<file path="config.mk">
export PLATFORM = sky130hd
export DESIGN_NAME = osc_settle_timer
export DESIGN_NICKNAME = d
export VERILOG_FILES = /design/src/rtl/osc_stab_pkg.sv /design/src/rtl/osc_release_sync.sv /design/src/rtl/osc_step_prescaler.sv /design/src/rtl/osc_settle_counter.sv /design/src/rtl/osc_settle_timer.sv
export SDC_FILE = /design/constraint.sdc
export NUM_CORES = 1
export LEC_CHECK = 0
export ABC_AREA = 1
export CAP_MARGIN = 5
export CORE_MARGIN = 2
export CORE_UTILIZATION = 63
export CTS_CLUSTER_DIAMETER = 200
export CTS_CLUSTER_SIZE = 16
export DETAILED_ROUTE_END_ITERATION = 16
export PLACE_DENSITY = 0.84
export SYNTH_ARGS = -nofsm -noshare
export SYNTH_HDL_FRONTEND = slang
export SYNTH_HIERARCHICAL = 1
export SYNTH_SLANG_ARGS = --single-unit
</file>
<file path="constraint.sdc">
create_clock -name osc_clk -period 2.6 [get_ports osc_clk]
set_clock_uncertainty 0.2 [all_clocks]
set_input_delay 0.52 -clock osc_clk [delete_from_list [all_inputs] [get_ports osc_clk]]
set_output_delay 0.52 -clock osc_clk [all_outputs]
set_load 0.01 [all_outputs]
</file>
<file path="src/rtl/osc_stab_pkg.sv">
// Shared constants for the oscillator start-up stabilization timer.
// Assumes: nothing beyond IEEE 1800-2017.
package osc_stab_pkg;
    // Depth of the release synchronizer in the oscillator domain.
    localparam int SYNC_STAGES = 2;

    // Number of rising edges after release until the good flag rises.
    function automatic int settle_edges(input int width, input int prescale);
        return SYNC_STAGES + prescale * ((1 << width) - 1);
    endfunction
endpackage

</file>
<file path="src/rtl/osc_release_sync.sv">
// Release synchronizer: stop_osc presets every stage asynchronously.
// Its fall is shifted in through STAGES flops on osc_clk.
// Assumes: STAGES >= 2; stop_osc may change at any time.
module osc_release_sync #(
    parameter int STAGES = 2
) (
    input  logic osc_clk,
    input  logic stop_osc,
    output logic hold
);
    logic [STAGES-1:0] chain;

    // Shift zeros in after release; preset to all ones on stop.
    always_ff @(posedge osc_clk or posedge stop_osc) begin
        if (stop_osc) chain <= '1;
        else          chain <= {chain[STAGES-2:0], 1'b0};
    end

    assign hold = chain[STAGES-1];

    // the last stage never clears before the first stage has cleared.
    p_chain_order_r4: assert property (@(posedge osc_clk) disable iff (stop_osc)
        !hold |-> !chain[0]);
endmodule

</file>
<file path="src/rtl/osc_step_prescaler.sv">
// Step prescaler: emits a one-cycle step every PRESCALE cycles while run is high.
// With PRESCALE == 1 it is just a wire.
// Assumes: run stays low until the synchronizer has released.
module osc_step_prescaler #(
    parameter int PRESCALE = 2
) (
    input  logic osc_clk,
    input  logic stop_osc,
    input  logic run,
    output logic step
);
    generate
        if (PRESCALE == 1) begin : g_direct
            assign step = run;
        end else begin : g_divided
            localparam int PW = $clog2(PRESCALE);
            localparam logic [PW-1:0] LAST = PW'(PRESCALE - 1);
            logic [PW-1:0] phase;

            // Phase counter that wraps at PRESCALE; cleared by stop.
            always_ff @(posedge osc_clk or posedge stop_osc) begin
                if (stop_osc)            phase <= '0;
                else if (run)            phase <= (phase == LAST) ? '0 : phase + 1'b1;
            end

            assign step = run && (phase == LAST);

            // the phase never leaves its range.
            p_phase_range_r3: assert property (@(posedge osc_clk) disable iff (stop_osc)
                phase <= LAST);
        end
    endgenerate
endmodule

</file>
<file path="src/rtl/osc_settle_counter.sv">
// Settle counter: asynchronously preset to all ones by stop.
// It decrements on each step and freezes at zero.
// Assumes: step is already gated by the synchronizer release.
module osc_settle_counter #(
    parameter int COUNT_W = 14
) (
    input  logic osc_clk,
    input  logic stop_osc,
    input  logic step,
    output logic at_zero
);
    logic [COUNT_W-1:0] count;

    // Count down toward zero and stick there; reload preset on stop.
    always_ff @(posedge osc_clk or posedge stop_osc) begin
        if (stop_osc)                      count <= '1;
        else if (step && (count != '0))    count <= count - 1'b1;
    end

    assign at_zero = (count == '0);

    // zero is terminal while stop stays low.
    p_sticky_zero_r7: assert property (@(posedge osc_clk) disable iff (stop_osc)
        at_zero |=> at_zero);
    // the count never rises between stops.
    p_no_increase_r3: assert property (@(posedge osc_clk) disable iff (stop_osc)
        1'b1 |=> count <= $past(count));
endmodule

</file>
<file path="src/rtl/osc_settle_timer.sv">
// Oscillator start-up stabilization timer (top).
// stop_osc gates the oscillator and presets the state. After release the
// good flag rises 2 + PRESCALE*(2^COUNT_W - 1) rising edges later.
// Assumes: osc_clk runs whenever osc_enable is high; stop_osc is asynchronous.
module osc_settle_timer
    import osc_stab_pkg::*;
#(
    parameter int COUNT_W  = 14,
    parameter int PRESCALE = 2
) (
    input  logic osc_clk,
    input  logic stop_osc,
    output logic osc_enable,
    output logic clock_good
);
    logic hold;
    logic step;
    logic at_zero;

    osc_release_sync #(.STAGES(SYNC_STAGES)) u_sync (
        .osc_clk  (osc_clk),
        .stop_osc (stop_osc),
        .hold     (hold)
    );

    osc_step_prescaler #(.PRESCALE(PRESCALE)) u_pre (
        .osc_clk  (osc_clk),
        .stop_osc (stop_osc),
        .run      (!hold),
        .step     (step)
    );

    osc_settle_counter #(.COUNT_W(COUNT_W)) u_cnt (
        .osc_clk  (osc_clk),
        .stop_osc (stop_osc),
        .step     (step),
        .at_zero  (at_zero)
    );

    // Oscillator runs whenever no stop is requested.
    assign osc_enable = !stop_osc;
    // Good once the counter has drained; the preset clears it asynchronously.
    assign clock_good = at_zero;

    // nothing is reported good while stopped.
    p_quiet_stopped_r1: assert property (@(negedge osc_clk)
        stop_osc |-> (!clock_good && !osc_enable));
    // good is never reported while the release is still in the synchronizer.
    p_good_after_sync_r4: assert property (@(posedge osc_clk) disable iff (stop_osc)
        clock_good |-> !hold);
endmodule

</file>
==> results.cfg <==
[cells_and_area]
seqCellArea_um2 = 445
layout_common_cells = nand2_1 (61), inv_1 (25), nor2_1 (18)
multiInputGateArea_um2 = 480
stdcell_area_mm2 = 0.00111
n_antenna_cell = 0
syn2layout_area_growth_pct = 6.74
nNetsFinal = 160
drive_gt1_share_pct = 18.6
fillers = 123
stdcell_count = 172
mostFrequentLayoutCell = nand2_1

[grt]
track_usage_pct = 24.2
grt_start_max_net_pins = 16
met1_usage_pct = 31.6
met2_usage_pct = 39.4
grt_pass1_vias = 822
top_usage_layer = met2
grtUsageMet3_pct = 2.45
grt_pass1_wl_um = 3440
gr-total-overflow = 0
antenna_found_initial = 0

[cts]
clock-root-buffer = clkbuf_4
clock-sinks = 17
cts_tree = yes
htreeDepth = 1
cts_made_buffers = 3
clockBufferDepth = 2
clkTransAtPathRegs_ns = 0.09
clk_latency_ns = 0.29

[floorplanning]
ios = 4
dieArea_mm2 = 0.00199
die_h_um = 44.6
rows = 14
start_util_pct = 68.2
coreArea_mm2 = 0.00152
die_w_um = 44.6

[power]
leakage_uw = 0.000618
power.density_mw_per_mm2 = 387
ir_worst_vdd_uv = 348

[placed_design]
placed_area_mm2 = 0.00107
dp.cells = 167
gp_congestion = 0.828
port_buffers = 3
hpwl_um = 1370

[flow_run]
drv_cap = 0

[timing]
period_minus_slack_ns = 2.39
timing.hold.ws_ns = 0.170
slew_headroom_pct = 64.1
tightestPinTransition_ns = 0.538
finalMaxSlewViolations = 0
min_period_over_period_pct = 91.9
finalSetupTns_ns = 0
fmax_ghz = 0.419
setup_violations = 0
finalHoldViolations = 0
rsz0062_at_grt = false

[logic_synthesis]
synthMuxAreaShare_pct = 0
synth.area.top_cells = dfstp_2 (40%), nand2_1 (22%), inv_1 (9.4%)
synth.distinct_cells = 19
synth_top_area_share_pct = 40.4
ys_seq_area_share_pct = 42.8
synth_area_per_cell_um2 = 6.98
yosys_register_bits = 17
synth_top_family_by_area = simple AND/OR/NAND/NOR gates
syn-num-nets = 152
yosys.area_share.xor_xnor_pct = 5.05
yosys.area_share.simple_pct = 37.9
synth_compound_area_share_pct = 0.963
synthCells = 149
synth-warning-count = 6
synth_area_mm2 = 0.00104
synthAdderAreaFrac_pct = 1.20
yosysTopAreaCell = dfstp_2

[min_path]
min_to = u_sync/chain[1]$_DFF_PP1_
hp-class = reg2reg
holdPathStages = 0
hold_start = u_sync/chain[0]$_DFF_PP1_

[route]
ant_nets = 0
wl_um = 1890
first_pass_iters = 4
drcViolationCount = 0
wl_per_cell_um = 11.0
vias_per_cell = 5.07
drt_iter0_drc = 25
via_count = 872

[worst_setup_path]
end_kind = output pin
critPathLaunchType = flip-flop
worstReg2RegEnd = u_cnt/count[3]$_DFFE_PP1P_
r2r_setup_slack_ns = 0.79
cp.required_ns = 1.88
crit_arrival_ns = 1.67
critical_path_class = reg2out
reg2reg_depth = 9
crit_path_max_fanout = 5
reg2reg_from = u_cnt/count[0]$_DFFE_PP1P_

[outcome]
status = completed
==> worst max-delay path by stage <==
stage	startpoint	to	cells past startpoint
6_report	u_cnt/count[0]$_DFFE_PP1P_	clock_good	7
5_1_grt	u_cnt/count[0]$_DFFE_PP1P_	clock_good	7
4_1_cts	u_cnt/count[0]$_DFFE_PP1P_	clock_good	7
3_5_place_dp	u_cnt/count[0]$_DFFE_PP1P_	clock_good	7
3_3_place_gp	u_cnt/count[0]$_DFFE_PP1P_	clock_good	7
2_1_floorplan	u_cnt/count[0]$_DFFE_PP1P_	clock_good	6
==> repair_timing <==
action | CTS | global route
setup buffers | 1 | 0
resized for setup | 4 | 0
hold buffers | 0 | 0
endpoints found under the setup margin | 1 | 0
==> registers in the layout (all words and copies together) (netlist names) <==
signal	count
u_sync/chain	2
u_cnt/count	14
u_pre/g_divided.phase	1
==> stage by stage <==
step | utilization (%) | power (uW) | worst slack (ns)
after floorplan | - | 288 | 0.679
after global placement | 70.2 | 293 | 0.170
after detailed placement | 70.2 | 295 | 0.123
after CTS | 72.8 | 438 | 0.197
after global routing | 72.8 | 445 | 0.128
final | 72.8 | 430 | 0.212
==> synth_stat cells, drive strengths merged <==
cell,number
dfstp,16
xor2,5
nor2,20
ha,1
nand2,64
dfrtp,1
nand3,6
buf,1
xnor2,1
nand3b,1
inv,27
conb,1
o21ai,2
nand4,3
==> per-layer routing <==
metal | wire length, um | part of all wire, %
met3 | 43 | 2.3
met2 | 932 | 49
met4 | 10 | 0.53
met5 | 0 | 0
met1 | 905 | 48
==> final cells by class <==
class	instances	share of cell area, %
Inverter	27	9.13
Multi-Input combinational cell	104	43.3
Clock buffer	4	2.37
Sequential cell	17	40.1
Timing Repair Buffer	4	3.27
Tap cell	16	1.80
==> worst max-delay path: stages (launching register included) <==
cell and delay [ns]:
dfstp_2 0.55, inv_2 0.06, ha_2 0.20, nand3_2 0.12
nor2_4 0.05, nand2_2 0.09, inv_1 0.04, dlygate4sd2_1 0.28
==> cell families (layout without fill, tap and decap cells) <==
logic type / after synthesis / after routing
AOI/OAI and AO/OA: 2 / 2
xor gates and xnor gates: 6 / 6
adders and majority gates: 1 / 1
buffers and inverters: 28 / 35
DFF: 17 / 17
other: 1 / 1
and+or+nand+nor: 94 / 94
==> where the power goes <==
| group | switching [uW] | internal [uW] | leakage, uW |
|---|---|---|---|
| Combinational | 12.1 | 5.17 | 0.000426 |
| Clock | 79.9 | 59.6 | 0.0000150 |
| Sequential | 2.32 | 271 | 0.000177 |
| Total | 94.3 | 335 | 0.000618 |
Power figures use the tool's default switching activity.
